==> config.mk <==
export PLATFORM = sky130hd
export DESIGN_NAME = spi24_reg_port
export DESIGN_NICKNAME = d
export VERILOG_FILES = /design/src/rtl/spi24_pkg.sv /design/src/rtl/spi24_tick.sv /design/src/rtl/spi24_shift.sv /design/src/rtl/spi24_seq.sv /design/src/rtl/spi24_reg_port.sv
export SDC_FILE = /design/constraint.sdc
export NUM_CORES = 1
export LEC_CHECK = 0
export ABC_AREA = 1
export BUFFER_PORTS_ARGS = -buffer_cell sky130_fd_sc_hd__buf_2
export CAP_MARGIN = 20
export CORE_MARGIN = 3
export CORE_UTILIZATION = 25
export CTS_CLUSTER_SIZE = 24
export DETAILED_ROUTE_END_ITERATION = 7
export SKIP_LAST_GASP = 1
export SYNTH_ARGS = -nofsm -noshare
export SYNTH_HDL_FRONTEND = slang
export SYNTH_SLANG_ARGS = --single-unit
==> constraint.sdc <==
create_clock -name clk -period 1.85 [get_ports clk]
set_clock_uncertainty 0.2 [all_clocks]
set_input_delay 0.37 -clock clk [delete_from_list [all_inputs] [get_ports clk]]
set_output_delay 0.37 -clock clk [all_outputs]
set_load 0.02 [all_outputs]
==> src/rtl/spi24_pkg.sv <==
package spi24_pkg;

  localparam int FRAME_W = 24;
  localparam int IDX_W   = 8;
  localparam int DATA_W  = 16;
  localparam int BIT_W   = $clog2(FRAME_W);

  localparam logic [7:0] OP_SELECT = 8'h70;
  localparam logic [7:0] OP_WRITE  = 8'h72;
  localparam logic [7:0] OP_READ   = 8'h73;

  typedef enum logic [2:0] {
    PH_IDLE,
    PH_LEAD,
    PH_LOW,
    PH_HIGH,
    PH_TAIL,
    PH_GAP
  } phase_e;

  function automatic logic [FRAME_W-1:0] select_frame(input logic [IDX_W-1:0] idx);
    return {OP_SELECT, 8'h00, idx};
  endfunction

  function automatic logic [FRAME_W-1:0] payload_frame(input logic rd,
                                                       input logic [DATA_W-1:0] wd);
    return rd ? {OP_READ, {DATA_W{1'b0}}} : {OP_WRITE, wd};
  endfunction

endpackage

==> src/rtl/spi24_tick.sv <==
module spi24_tick #(
  parameter int CNT_W = 8
) (
  input  logic             clk,
  input  logic             rst,
  input  logic             load_i,
  input  logic [CNT_W-1:0] len_i,
  output logic             expired_o
);

  logic [CNT_W-1:0] cnt_q;

  // Loading N makes the phase last N cycles including the transition edge.
  always_ff @(posedge clk) begin
    if (rst) begin
      cnt_q <= '0;
    end else if (load_i) begin
      cnt_q <= len_i - 1'b1;
    end else if (cnt_q != '0) begin
      cnt_q <= cnt_q - 1'b1;
    end
  end

  assign expired_o = (cnt_q == '0);

endmodule

==> src/rtl/spi24_shift.sv <==
module spi24_shift
  import spi24_pkg::*;
(
  input  logic               clk,
  input  logic               rst,
  input  logic               load_i,
  input  logic [FRAME_W-1:0] frame_i,
  input  logic               emit_i,
  input  logic               capture_i,
  input  logic               park_i,
  input  logic               sdi_i,
  output logic               mosi_o,
  output logic [DATA_W-1:0]  rx_o
);

  logic [FRAME_W-1:0] tx_q;
  logic [DATA_W-1:0]  rx_q;
  logic               mosi_q;

  always_ff @(posedge clk) begin
    if (rst) begin
      tx_q   <= '0;
      rx_q   <= '0;
      mosi_q <= 1'b1;
    end else begin
      if (load_i) begin
        tx_q <= frame_i;
      end else if (emit_i) begin
        mosi_q <= tx_q[FRAME_W-1];
        tx_q   <= {tx_q[FRAME_W-2:0], 1'b0};
      end
      if (park_i) begin
        mosi_q <= 1'b1;
      end
      // Older bits fall off the top; the last DATA_W samples remain.
      if (capture_i) begin
        rx_q <= {rx_q[DATA_W-2:0], sdi_i};
      end
    end
  end

  assign mosi_o = mosi_q;
  assign rx_o   = rx_q;

endmodule

==> src/rtl/spi24_seq.sv <==
module spi24_seq
  import spi24_pkg::*;
#(
  parameter int HALF_CYC = 100,
  parameter int CNT_W    = $clog2(2 * HALF_CYC + 1)
) (
  input  logic               clk,
  input  logic               rst,
  input  logic               start_i,
  input  logic               rd_i,
  input  logic [IDX_W-1:0]   idx_i,
  input  logic [DATA_W-1:0]  wdata_i,
  input  logic [DATA_W-1:0]  rx_i,
  input  logic               tdone_i,
  output logic               tload_o,
  output logic [CNT_W-1:0]   tlen_o,
  output logic               ld_o,
  output logic [FRAME_W-1:0] frame_o,
  output logic               emit_o,
  output logic               cap_o,
  output logic               park_o,
  output logic               busy_o,
  output logic               cs_n_o,
  output logic               sck_o,
  output logic [DATA_W-1:0]  rdata_o
);

  localparam logic [CNT_W-1:0] HALF_LEN  = CNT_W'(HALF_CYC);
  localparam logic [CNT_W-1:0] GUARD_LEN = CNT_W'(2 * HALF_CYC);
  localparam logic [BIT_W-1:0] LAST_BIT  = BIT_W'(FRAME_W - 1);

  phase_e             ph_q;
  logic               second_q;
  logic               rd_q;
  logic [DATA_W-1:0]  wd_q;
  logic [BIT_W-1:0]   bit_q;
  logic               busy_q, cs_n_q, sck_q;
  logic [DATA_W-1:0]  rdata_q;
  logic               last_bit;

  assign last_bit = (bit_q == LAST_BIT);

  always_comb begin
    tload_o = 1'b0;
    tlen_o  = HALF_LEN;
    ld_o    = 1'b0;
    frame_o = '0;
    emit_o  = 1'b0;
    cap_o   = 1'b0;
    park_o  = 1'b0;
    unique case (ph_q)
      PH_IDLE: if (start_i) begin
        ld_o    = 1'b1;
        frame_o = select_frame(idx_i);
        tload_o = 1'b1;
        tlen_o  = GUARD_LEN;
      end
      PH_LEAD: if (tdone_i) begin
        emit_o  = 1'b1;
        tload_o = 1'b1;
      end
      PH_LOW: if (tdone_i) begin
        cap_o   = 1'b1;
        tload_o = 1'b1;
      end
      PH_HIGH: if (tdone_i) begin
        tload_o = 1'b1;
        if (last_bit) tlen_o = GUARD_LEN;
        else          emit_o = 1'b1;
      end
      PH_TAIL: if (tdone_i) begin
        park_o  = 1'b1;
        tload_o = 1'b1;
        tlen_o  = GUARD_LEN;
      end
      PH_GAP: if (tdone_i && !second_q) begin
        ld_o    = 1'b1;
        frame_o = payload_frame(rd_q, wd_q);
        tload_o = 1'b1;
        tlen_o  = GUARD_LEN;
      end
      default: ;
    endcase
  end

  always_ff @(posedge clk) begin
    if (rst) begin
      ph_q     <= PH_IDLE;
      second_q <= 1'b0;
      rd_q     <= 1'b0;
      wd_q     <= '0;
      bit_q    <= '0;
      busy_q   <= 1'b0;
      cs_n_q   <= 1'b1;
      sck_q    <= 1'b1;
      rdata_q  <= '0;
    end else begin
      unique case (ph_q)
        PH_IDLE: if (start_i) begin
          ph_q     <= PH_LEAD;
          busy_q   <= 1'b1;
          cs_n_q   <= 1'b0;
          second_q <= 1'b0;
          rd_q     <= rd_i;
          wd_q     <= wdata_i;
        end
        PH_LEAD: if (tdone_i) begin
          ph_q  <= PH_LOW;
          sck_q <= 1'b0;
          bit_q <= '0;
        end
        PH_LOW: if (tdone_i) begin
          ph_q  <= PH_HIGH;
          sck_q <= 1'b1;
        end
        PH_HIGH: if (tdone_i) begin
          if (last_bit) begin
            ph_q <= PH_TAIL;
          end else begin
            ph_q  <= PH_LOW;
            sck_q <= 1'b0;
            bit_q <= bit_q + 1'b1;
          end
        end
        PH_TAIL: if (tdone_i) begin
          ph_q   <= PH_GAP;
          cs_n_q <= 1'b1;
        end
        PH_GAP: if (tdone_i) begin
          if (!second_q) begin
            second_q <= 1'b1;
            ph_q     <= PH_LEAD;
            cs_n_q   <= 1'b0;
          end else begin
            ph_q   <= PH_IDLE;
            busy_q <= 1'b0;
            if (rd_q) rdata_q <= rx_i;
          end
        end
        default: ph_q <= PH_IDLE;
      endcase
    end
  end

  assign busy_o  = busy_q;
  assign cs_n_o  = cs_n_q;
  assign sck_o   = sck_q;
  assign rdata_o = rdata_q;

  AST_IDLE_LINES: assert property (@(posedge clk) disable iff (rst)
    !busy_q |-> (cs_n_q && sck_q));
  AST_SCK_UNDER_CS: assert property (@(posedge clk) disable iff (rst)
    !sck_q |-> !cs_n_q);
  AST_START_TAKEN: assert property (@(posedge clk) disable iff (rst)
    (start_i && !busy_q) |=> busy_q);
  AST_SECOND_KEEPS_OP: assert property (@(posedge clk) disable iff (rst)
    (busy_q && start_i) |=> (rd_q == $past(rd_q)));

endmodule

==> src/rtl/spi24_reg_port.sv <==
module spi24_reg_port
  import spi24_pkg::*;
#(
  parameter int HALF_CYC = 100,
  parameter bit HAS_SDI  = 1'b1
) (
  input  logic        clk,
  input  logic        rst,
  input  logic        start_i,
  input  logic        rd_i,
  input  logic [7:0]  idx_i,
  input  logic [15:0] wdata_i,
  output logic        busy_o,
  output logic [15:0] rdata_o,
  output logic        cs_n_o,
  output logic        sck_o,
  output logic        mosi_o,
  input  logic        miso_i
);

  localparam int CNT_W = $clog2(2 * HALF_CYC + 1);

  logic               tload, tdone;
  logic [CNT_W-1:0]   tlen;
  logic               ld, emit, cap, park, sdi;
  logic [FRAME_W-1:0] frame;
  logic [DATA_W-1:0]  rx;

  generate
    if (HAS_SDI) begin : g_sdi
      assign sdi = miso_i;
    end else begin : g_no_sdi
      assign sdi = 1'b0;
    end
  endgenerate

  spi24_tick #(.CNT_W(CNT_W)) u_tick (
    .clk       (clk),
    .rst       (rst),
    .load_i    (tload),
    .len_i     (tlen),
    .expired_o (tdone)
  );

  spi24_shift u_shift (
    .clk       (clk),
    .rst       (rst),
    .load_i    (ld),
    .frame_i   (frame),
    .emit_i    (emit),
    .capture_i (cap),
    .park_i    (park),
    .sdi_i     (sdi),
    .mosi_o    (mosi_o),
    .rx_o      (rx)
  );

  spi24_seq #(.HALF_CYC(HALF_CYC), .CNT_W(CNT_W)) u_seq (
    .clk     (clk),
    .rst     (rst),
    .start_i (start_i),
    .rd_i    (rd_i),
    .idx_i   (idx_i),
    .wdata_i (wdata_i),
    .rx_i    (rx),
    .tdone_i (tdone),
    .tload_o (tload),
    .tlen_o  (tlen),
    .ld_o    (ld),
    .frame_o (frame),
    .emit_o  (emit),
    .cap_o   (cap),
    .park_o  (park),
    .busy_o  (busy_o),
    .cs_n_o  (cs_n_o),
    .sck_o   (sck_o),
    .rdata_o (rdata_o)
  );

  AST_MOSI_HOLD: assert property (@(posedge clk) disable iff (rst)
    (!cs_n_o && sck_o && $past(sck_o)) |-> $stable(mosi_o));
  AST_RDATA_HOLD: assert property (@(posedge clk) disable iff (rst)
    !$fell(busy_o) |-> $stable(rdata_o));

endmodule

# Word-level counts from Yosys, hierarchy flattened
# Index checks and enable logic that the tools add are counted.
[op_classes]
reduce_logical = 22
n_mux = 51
bitwise = 1
eq_ne = 15
n_addsub = 3
[op_table]
columns = ["operator", "count"]
rows = [
  ["$mux 24", 3],
  ["$mux 8", 7],
  ["$pmux 24 s2", 1],
  ["$pmux 8 s4", 1],
  ["$mux 23", 1],
  ["$mux 3", 7],
  ["$mux 1", 18],
  ["$pmux 3 s6", 1],
  ["$mux 17", 1],
  ["$sub 8x1->8 const B", 2],
  ["$mux 5", 3],
  ["$ne 2x1->1 const B", 6],
  ["$reduce_and 4->1", 3],
  ["$pmux 5 s2", 1],
  ["$reduce_and 5->1", 2],
  ["$pmux 1 s3", 3],
  ["$logic_not 8->1", 1],
  ["$pmux 1 s2", 4],
  ["$reduce_bool 2->1", 4],
  ["$reduce_bool 8->1", 1],
  ["$eq 3x2->1 const B", 2],
  ["$eq 3x3->1 const B", 2],
  ["$ne 2x2->1 const B", 3],
  ["$reduce_and 6->1", 1],
  ["other kinds (12)", 14],
]
[totals]
elab_cells = 105
output_inout_bits = 20
reg_bits = 94

# Longest topological paths before layout
# Gate-level depths: netlist of the first run.
[logic_depth]
depth_word = 6
mapped_depth = 14

# By module
# From an unflattened synthesis of the first run, not the netlist that was laid out.
[hier_totals]
cells_unflattened = 640
area_unflattened_um2 = 4444.3
[modules_own_cells]
columns = ["mod", "cells_each", "seq_area_each_um2", "n_inst", "area_per_inst_um2"]
rows = [
  ["spi24_seq", 303, 900.9, 1, 2130.8],
  ["spi24_shift", 254, 820.8, 1, 1778.0],
  ["spi24_tick", 83, 160.2, 1, 535.5],
]

# Worst setup path after synthesis of the first run
# Ideal clock, no wire load.
[synth_path]
kind = "register to register"
startpoint = "reg u_seq.ph_q[1]"
endpoint = "reg u_tick.cnt_q[4]"
required_ns = 1.518
t_arrival_ns = 1.576
slack_ns = -0.058
path_stages_with_launch = 13
setup_time_ns = 0.132
path_buffers = 0
synth_period_minus_slack_ns = 1.908
path_cell_list = "dfxtp_1 -> inv_2 -> nand2_2 -> nand2_1 -> nand2_1 -> o21ai_4 -> nand3_1 -> ha_1 -> inv_1 -> nor2_1 -> inv_1 -> o21ai_0 -> a21oi_1"
[synth_between]
elab_chain_cells = 4
[synth_lines]
columns = ["item", "line", "text"]
rows = [
  ["from (decl)", "spi24_seq.sv:32", "phase_e ph_q;"],
  ["from (signal assigned)", "spi24_seq.sv:88", "ph_q <= PH_IDLE;"],
  ["from (signal assigned)", "spi24_seq.sv:100", "ph_q <= PH_LEAD;"],
  ["from (signal assigned)", "spi24_seq.sv:108", "ph_q <= PH_LOW;"],
  ["$eq 3x3->1, or another cell as far along", "spi24_seq.sv:51", "unique case (ph_q)"],
  ["$pmux 8 s4 or $reduce_or 4->1 (tied branches)", "n/a", ""],
  ["$sub 8x1->8 or $pmux 1 s3 (tied branches)", "spi24_tick.sv:18, spi24_seq.sv:51", ""],
  ["$mux 8 or $reduce_bool 2->1 (tied branches)", "n/a", ""],
  ["to (signal assigned)", "spi24_tick.sv:18", "cnt_q <= len_i - 1'b1;"],
  ["to (signal assigned)", "spi24_tick.sv:20", "cnt_q <= cnt_q - 1'b1;"],
  ["to (decl)", "spi24_tick.sv:11", "logic [CNT_W-1:0] cnt_q;"],
]
# Several ways; a longest one is shown, not always the timed one.
# A chain may end at the register's enable or synchronous reset.

# Worst setup path in the final report of the first run
[layout_path]
startpoint = "reg u_seq.ph_q[1]"
endpoint = "reg u_tick.cnt_q[6]"
# Same word-level chain as after synthesis.

==> impl_metrics.py, run 1 <==
metrics = {
    "status": {
        "run_status": "complete, but fails checks",
        "violations": "setup timing",
    },
    "critical_path": {
        "crit_type": "register to register",
        "worst-endpoint-required_ns": 1.88,
        "arrival_ns": 1.93,
        "worst-path-max-fanout": 6,
        "cp-start-kind": "register",
        "end_kind": "register",
    },
    "global_routing": {
        "grt_pass1_wl_mm": 15.9,
        "grt_overflow": 0,
        "grt_util_met2": 0.184,
        "grt_max_degree": 58,
        "grt_use_met1": 0.151,
        "antenna_found_initial": 0,
        "grt_pass1_vias": 3350,
        "top_usage_layer": "met2",
        "gr-usage-met3": 0.0358,
        "grt_use_total": 0.116,
    },
    "power_and_ir_drop": {
        "pwr-share-clk": 0.277,
        "power.switching_uw": 2560,
        "internal_power_uw": 4780,
        "swShare": 0.349,
        "pwr-share-comb": 0.375,
        "p_leak_uw": 0.00235,
        "ir_drop_uv": 581,
        "seqPwrFrac": 0.348,
        "p_per_area_nw_per_um2": 1310,
    },
    "synth": {
        "synthCells": 502,
        "synth_fa_ha_area_frac": 0.00647,
        "synth_top_family_by_area": "compound AO/OA/AOI/OAI gates",
        "async_flop_share": 0,
        "yosysTopAreaCellShare": 0.487,
        "syn_area_um2": 3870,
        "synth_warnings": 0,
        "synth.most_common_cell": "dfxtp_1",
        "syn-num-nets": 533,
        "synth_edf_count": 0,
        "synth_commonest_cells": "94 x dfxtp_1, 80 x a21oi_1, 71 x nand2_1, 71 x o21ai_0, 59 x inv_1",
        "synth_simple_gate_area_frac": 0.172,
        "ys_seq_area_frac": 0.487,
        "syn_area_per_cell_um2": 7.70,
        "yosys.area.top_type": "dfxtp_1",
        "muxShareOfSynthArea": 0,
        "synth_compound_area_frac": 0.243,
        "synth-xor-area-share": 0.00226,
        "ys_seq_elements": 94,
        "ys_types": 36,
        "synth_area_leaders": "dfxtp_1 49%, a21oi_1 10%, o21ai_0 9.2%",
        "synthFlopType": "dfxtp_1",
    },
    "placement": {
        "place_area_um2": 4690,
        "portBuffers": 48,
        "gp_congestion": 0.869,
        "dp_hpwl_mm": 6.53,
    },
    "floorplanning": {
        "die-area_um2": 17000,
        "start_util": 0.261,
        "ios": 49,
        "num_rows": 44,
        "fp.dieH_um": 130,
        "fp.coreArea_um2": 14800,
        "die_x_um": 130,
    },
    "clock_network": {
        "htreeDepth": 3,
        "cts_tree": "done",
        "root_buffer": "clkbuf_16",
        "clock_sinks": 94,
        "cts.path.max_buffers": 2,
        "clock_latency_ns": 0.34,
        "clk_pin_slew_ns": 0.07,
        "cts_buffers": 9,
        "cts_hold_buf": 0,
    },
    "routing": {
        "via_per_inst": 4.61,
        "drt_iter0_drc": 124,
        "wl_per_cell_um": 13.3,
        "drt-total-wl_mm": 10.6,
        "num_vias": 3678,
        "ant_nets": 0,
        "drc": 0,
        "dr.pass1.iters": 4,
    },
    "timing": {
        "worst-slew-pin-transition_ns": 0.285,
        "setup_viol": 4,
        "fin_ws_ns": -0.0508,
        "drv_slew": 0,
        "finalSetupTns_ns": -0.0727,
        "min_period_ns": 1.90,
        "grt_setup_unrepaired": "true",
        "period_share": 1.03,
        "timing.final.hold_violations": 0,
        "maxSlewHeadroom": 0.808,
        "fmax_ghz": 0.526,
    },
    "job": {
        "cap_violations": 0,
    },
    "final_layout": {
        "antennaDiodeCount": 0,
        "drive_gt1_frac": 0.368,
        "syn2layout_area_growth_pct": 45.2,
        "stdcell_area_um2": 5620,
        "fin_nets": 640,
    },
    "worst_hold_path": {
        "min_path_type": "input port to register",
    },
}
worst max-delay path, stage by stage (launching register included):
cell and delay [ns]:
dfxtp_4 0.38, inv_4 0.07, nand2_4 0.06, nand2_2 0.06, nand2_2 0.08, o21ai_4 0.27, nand2_2 0.15, nor2_4 0.19
inv_2 0.05, nand2_1 0.08, nor2_2 0.06, a21oi_2 0.12, nor2_1 0.05
cells in the final DEF, fill, tap and decap left out, types with 2 or more instances in the layout:
cell type and instances:
a211oi_1 2, a21oi_1 71, a21oi_2 8, a221oi_1 2, a31oi_1 4, and2_1 2
buf_12 7, buf_2 48, buf_4 55, buf_6 7, bufinv_16 2, clkbuf_16 13
dfxtp_1 86, dfxtp_2 5, dfxtp_4 3, ha_2 2, inv_1 56, inv_2 5
inv_6 3, nand2_1 56, nand2_2 15, nand2_4 5, nand3_1 11, nand3_2 5
nor2_1 18, nor2_2 12, nor2_4 9, nor3_1 4, o2111ai_1 3, o21ai_0 46
o21ai_1 19, o21ai_2 6, o21ai_4 3, o221ai_1 5
worst paths after layout:
kind | start | end | slack [ns] | cells past startpoint
worst max-delay path | u_seq.ph_q[1] | u_tick.cnt_q[6] | -0.05 | 12
worst min-delay path | miso_i | u_shift.rx_o[0] | 0.06 | 3
worst max register to register | u_seq.ph_q[1] | u_tick.cnt_q[6] | -0.05 | 12
worst min register to register | u_seq.cs_n_o | u_seq.cs_n_o | 0.25 | 2
layout make-up:
type                       count  area (µm²)
timing repair buffer         121         972
multi-input combinational    320        1940
fill                        1501        9190
tap                          184         230
inverter                      63         244
sequential                    94        1900
clock buffer                   9         225
clock inverter                 7         105
power groups by stage:
stage	combinational [µW]	clock, µW	sequential (µW)
finish	2750	2030	2550
global placement	1990	0	2540
detailed placement	2000	0	2540
floorplan	1280	0	2540
CTS	2120	2070	2500
global route	3030	2180	2590
flip-flops by register name (all words and copies together), names as in the netlist, 3 cells and up:
register,flops
u_seq.ph_q,3
u_shift.rx_o,16
u_shift.tx_q,24
u_seq.bit_q,5
u_tick.cnt_q,8
u_seq.rdata_o,16
u_seq.wd_q,16
kinds of logic after synthesis:
| kind of cell | after synthesis |
|---|---|
| AO/OA/AOI/OAI | 173 |
| AND/OR/NAND/NOR | 144 |
| flip-flops | 94 |
| buffers and inverters | 88 |
| adder cells (fa/ha/maj) | 2 |
| XOR/XNOR | 1 |
per-stage QoR:
step	worst slack, ns	util	hold slack, ns	power, µW	instances
after detailed placement	-0.150	0.316	0.240	4550	760
after global routing	-0.181	0.379	0.0695	7790	798
after CTS	-0.0394	0.348	0.0559	6690	783
after floorplan	-0.00903	-	0.220	3820	502
final	-0.0508	0.379	0.0587	7340	798
after global placement	-0.154	0.316	0.234	4530	760
timing repair:
item | CTS | global route
pin swaps | 11 | 30
buffers inserted | 6 | 12
gates resized for setup | 19 | 102
cloned | 1 | 4
endpoints found under the setup margin | 31 | 83
per-layer routing:
metal,vias up,share of wire
li1,1891,-
met1,1715,0.46
met2,63,0.47
met3,9,0.054
met4,0,0.0098
met5,-,0
Note: power is estimated with default switching activity, not from simulation.
==> run 2: changes to the inputs <==
==> constraint.sdc (replaced) <==
create_clock -name clk -period 1.9 [get_ports clk]
set_clock_uncertainty 0.2 [all_clocks]
set_input_delay 0.38 -clock clk [delete_from_list [all_inputs] [get_ports clk]]
set_output_delay 0.38 -clock clk [all_outputs]
set_load 0.02 [all_outputs]
==> impl_metrics.py, run 2 (synthesis results as in run 1) <==
metrics = {
    "status": {
        "run_status": "complete, but fails checks",
        "violations": "setup timing",
    },
    "routing": {
        "wl_met2_mm": 4.66,
        "wl_met1_mm": 4.65,
        "dr.pass1.iters": 4,
        "num_vias": 3564,
        "drc": 0,
        "drt-total-wl_mm": 10.0,
        "via_per_inst": 4.58,
        "ant_nets": 0,
        "wl_met3_um": 580,
        "drt_iter0_drc": 204,
        "routed.top_layer": "met5",
        "wl_per_cell_um": 12.8,
    },
    "final_layout": {
        "fin_nets": 621,
        "mostFrequentLayoutCells": "86 x dfxtp_1, 75 x a21oi_1, 59 x nand2_1",
        "layout_commonest_cell": "dfxtp_1",
        "drive_gt1_frac": 0.323,
        "multi_input_area_um2": 1880,
        "stdcell_area_um2": 5370,
        "syn2layout_area_growth_pct": 38.9,
        "largest_reg_flops": 24,
        "nFillCells": 1548,
        "antennaDiodeCount": 0,
        "largest-register": "u_shift.tx_q",
        "ff_latch_area_um2": 1900,
    },
    "floorplanning": {
        "die_x_um": 130,
        "fp.coreArea_um2": 14800,
        "die-area_um2": 17000,
        "start_util": 0.261,
        "fp.dieH_um": 130,
        "num_rows": 44,
        "ios": 49,
    },
    "clock_network": {
        "clock_latency_ns": 0.34,
        "cts_buffers": 9,
        "htreeDepth": 3,
        "root_buffer": "clkbuf_16",
        "clock_sinks": 94,
        "cts.path.max_buffers": 2,
        "cts_tree": "done",
        "clk_pin_slew_ns": 0.07,
    },
    "timing": {
        "drv_slew": 0,
        "maxSlewHeadroom": 0.791,
        "finalSetupTns_ns": -0.455,
        "grt_setup_unrepaired": "true",
        "period_share": 1.02,
        "setup_viol": 16,
        "timing.final.hold_violations": 0,
        "fin_ws_ns": -0.0420,
        "fmax_ghz": 0.515,
        "worst-slew-pin-transition_ns": 0.311,
        "min_period_ns": 1.94,
    },
    "power_and_ir_drop": {
        "p_per_area_nw_per_um2": 1250,
        "ir_drop_uv": 719,
        "fin_total_pwr_uw": 6720,
        "p_leak_uw": 0.00223,
    },
    "worst_hold_path": {
        "min_path_type": "input port to register",
        "whs_path_depth": 3,
    },
    "critical_path": {
        "reg2reg_slack_ns": -0.04,
        "worst-endpoint-required_ns": 1.93,
        "end_kind": "register",
        "reg2reg_to": "u_seq.rdata_o[2]",
        "worst-path-max-fanout": 8,
        "rr_startpoint": "u_tick.cnt_q[1]",
        "arrival_ns": 1.97,
        "cp-start-kind": "register",
        "crit_type": "register to register",
        "cp-startpoint": "u_tick.cnt_q[1]",
        "crit_path_end": "u_seq.rdata_o[2]",
        "r2r_cells": 10,
    },
    "global_routing": {
        "antenna_found_initial": 2,
        "grt_pass1_vias": 3173,
        "grt_pass1_wl_mm": 15.4,
        "grt_use_total": 0.113,
        "grt_overflow": 0,
        "grt_max_degree": 39,
    },
    "job": {
        "cap_violations": 0,
    },
    "placement": {
        "dp_slack_ns": -0.109,
        "place_area_um2": 4600,
        "gp_congestion": 0.860,
        "dp_hpwl_mm": 6.60,
        "portBuffers": 48,
    },
}
## run 2: changes by cell type in the layout (fill, tap and decap cells not counted), moves of 3 or more
| cell | previous run | this run |
|---|---|---|
| buf_6 | 7 | 4 |
| nand2_2 | 15 | 11 |
| o21ai_0 | 46 | 55 |
| a21oi_2 | 8 | 3 |
| nor2_1 | 18 | 22 |
| buf_4 | 55 | 41 |
| o21ai_1 | 19 | 12 |
| a21oi_1 | 71 | 75 |
| nand2_1 | 56 | 59 |
| inv_6 | 3 | 0 |
## run 2: worst min path at each step
stage                                start           endpoint  slack [ns]
final                               miso_i    u_shift.rx_o[0]        0.08
after CTS                           miso_i    u_shift.rx_o[0]        0.07
after detailed placement  u_shift.rx_o[15]  u_seq.rdata_o[15]        0.23
after global routing                miso_i    u_shift.rx_o[0]        0.09
after global placement        u_seq.cs_n_o       u_seq.cs_n_o        0.23
after floorplan           u_shift.rx_o[15]  u_seq.rdata_o[15]        0.22
## run 2: what timing repair did
action | CTS | global route
gates resized for setup | 7 | 84
gates cloned | 0 | 4
endpoints found under the setup margin | 4 | 65
hold buffers | 0 | 0
pin swaps | 3 | 24
setup buffers | 1 | 9
## run 2: critical path, stage by stage (launching register included)
cell	delay, ns
dfxtp_4	0.36
nor2_4	0.11
nand2_2	0.07
nor2_4	0.19
buf_6	0.14
nand2_4	0.04
nor4_4	0.22
buf_6	0.17
buf_12	0.11
clkbuf_16	0.14
a21oi_1	0.07
## run 2: metal layers
metal	track usage	vias up
met4	0.0321	4
met3	0.0472	11
li1	-	1851
met1	0.149	1620
met5	0	-
met2	0.170	78
## run 2: power breakdown
part / switching (µW) / leakage [µW] / total, µW / internal (µW)
sequential: 189 / 0.000772 / 2490 / 2300
combinational: 1320 / 0.00130 / 2250 / 934
clock: 751 / 0.000162 / 1980 / 1220
total: 2260 / 0.00223 / 6720 / 4460
## run 2: through the flow
stage / util / instances / hold WS (ns)
2_1_floorplan: - / 502 / 0.220
3_3_place_gp: 0.311 / 749 / 0.229
5_1_grt: 0.363 / 779 / 0.0946
3_5_place_dp: 0.311 / 749 / 0.235
4_1_cts: 0.335 / 766 / 0.0708
6_report: 0.363 / 779 / 0.0846
## run 2: cell type report
type	instances	share of cell area
flip-flops and latches	94	0.354
multi-input cells	320	0.349
repair buffers	102	0.147
clock buffers	11	0.0471
inverters	63	0.0450
well taps	184	0.0429
clock inverters	5	0.0151
==> run 3: changes to the inputs <==
--- a/config.mk
+++ b/config.mk
@@ -9,9 +9,10 @@
 export BUFFER_PORTS_ARGS = -buffer_cell sky130_fd_sc_hd__buf_2
 export CAP_MARGIN = 20
 export CORE_MARGIN = 3
-export CORE_UTILIZATION = 25
+export CORE_UTILIZATION = 57
 export CTS_CLUSTER_SIZE = 24
 export DETAILED_ROUTE_END_ITERATION = 7
+export PLACE_DENSITY = 0.79
 export SKIP_LAST_GASP = 1
 export SYNTH_ARGS = -nofsm -noshare
 export SYNTH_HDL_FRONTEND = slang
==> impl_metrics.py, run 3 (synthesis results as in run 1) <==
metrics = {
    "status": {
        "run_status": "complete, but fails checks",
        "violations": "setup timing",
    },
    "global_routing": {
        "antenna_found_initial": 0,
        "grt_max_degree": 52,
        "grt_pass1_wl_mm": 15.5,
        "grt_use_total": 0.252,
        "grt_pass1_vias": 3418,
        "grt_overflow": 0,
    },
    "final_layout": {
        "syn2layout_area_growth_pct": 36.0,
        "antennaDiodeCount": 0,
        "nFillCells": 405,
        "fin_nets": 616,
        "layout_commonest_cell": "dfxtp_1",
        "mostFrequentLayoutCells": "81 x dfxtp_1, 70 x a21oi_1, 55 x nand2_1",
        "largest_reg_flops": 24,
        "fin_cells": 667,
        "drive_gt1_frac": 0.353,
        "largest-register": "u_shift.tx_q",
        "utilization": 0.814,
    },
    "timing": {
        "fin_ws_ns": -0.0795,
        "worst-slew-pin-transition_ns": 0.560,
        "min_period_ns": 1.98,
        "period_share": 1.04,
        "drv_slew": 0,
        "setup_viol": 9,
        "timing.final.hold_violations": 0,
        "fmax_ghz": 0.505,
        "grt_setup_unrepaired": "true",
        "maxSlewHeadroom": 0.623,
    },
    "routing": {
        "drc": 0,
        "wl_per_cell_um": 16.0,
        "dr.pass1.iters": 5,
        "num_vias": 3799,
        "drt_iter0_drc": 234,
        "ant_nets": 0,
        "via_per_inst": 5.70,
        "drt-total-wl_mm": 10.6,
    },
    "critical_path": {
        "cp-start-kind": "register",
        "reg2reg_slack_ns": -0.08,
        "end_kind": "register",
        "worst-path-max-fanout": 6,
        "crit_type": "register to register",
        "arrival_ns": 2.03,
        "worst-endpoint-required_ns": 1.95,
    },
    "placement": {
        "portBuffers": 48,
        "gp_congestion": 0.884,
        "dp.cells": 631,
        "dp_hpwl_mm": 5.98,
        "dp_slack_ns": -0.0878,
    },
    "worst_hold_path": {
        "min_path_type": "input port to register",
    },
    "floorplanning": {
        "ios": 49,
        "die-area_um2": 7810,
        "fp.coreArea_um2": 6460,
        "fp.dieH_um": 88.4,
        "start_util": 0.599,
        "die_x_um": 88.4,
        "num_rows": 29,
    },
    "clock_network": {
        "root_buffer": "clkbuf_8",
        "cts_tree": "done",
        "htreeDepth": 3,
        "cts_buffers": 9,
        "clk_pin_slew_ns": 0.09,
        "clock_sinks": 94,
        "cts_hold_buf": 0,
        "cts.path.max_buffers": 2,
        "clock_latency_ns": 0.36,
    },
    "power_and_ir_drop": {
        "ir_drop_uv": 858,
        "p_leak_uw": 0.00220,
        "p_per_area_nw_per_um2": 1230,
    },
    "job": {
        "cap_violations": 0,
    },
}
## run 3: cell types whose count changed in the layout (fill, tap and decap cells not counted), sizes merged
cell,delta
clkbuf,+1
buf,-5
clkinv,-2
inv,+1
clkinvlp,+1
bufinv,-1
## run 3: path summary, 6_finish.rpt
kind,from,endpoint,depth (start not counted)
setup reg to reg,u_seq.ph_q[1],u_tick.cnt_q[5],12
hold / removal,miso_i,u_shift.rx_o[0],3
hold reg to reg,u_seq.cs_n_o,u_seq.cs_n_o,2
setup / recovery,u_seq.ph_q[1],u_tick.cnt_q[5],12
## run 3: metrics by stage
step	instance area (µm²)	TNS, ns	total power [µW]	hold slack, ns
after floorplan	3870	0	3710	0.220
after global placement	4380	-0.174	4210	0.224
after detailed placement	4380	-0.358	4260	0.227
after CTS	4810	-0.0519	5840	0.0360
after global routing	5260	-3.57	6840	0.0868
final	5260	-0.311	6480	0.0430
## run 3: cell type report
class	count	area, µm²	share of cell area
Timing Repair Buffer	97	805	0.153
Multi-Input combinational cell	320	1990	0.378
Clock inverter	4	53.8	0.0102
Tap cell	77	96.3	0.0183
Inverter	63	249	0.0473
Sequential cell	94	1910	0.363
Clock buffer	12	155	0.0295
## run 3: worst max-delay path, stage by stage, from the launching register on
cell      delay (ns)
dfxtp_4         0.42
inv_4           0.06
buf_4           0.13
nand2_1         0.11
nand2_1         0.10
o211ai_4        0.25
nand2_4         0.13
nor2_4          0.14
nand2_1         0.10
nand2_1         0.08
nand2_1         0.05
nand2_1         0.05
nor2_1          0.03
## run 3: timing repair
item,in CTS,in global routing
endpoints found under the setup margin,21,60
gates resized for setup,40,103
pin swaps,14,28
buffers inserted,5,10
cloned,2,3
## run 3: power by group
group / internal (µW) / switching [µW] / leakage [µW]
registers: 2310 / 226 / 0.000774
clock network: 686 / 709 / 0.0000992
logic: 1070 / 1480 / 0.00133
## run 3: routing by layer
metal	share of wire	up-vias	GRT usage	wire, µm
met5	0	-	0	0
li1	-	1839	-	-
met1	0.43	1804	0.326	4610
met2	0.49	128	0.404	5180
met4	0.029	0	0.124	306
met3	0.052	28	0.0512	556
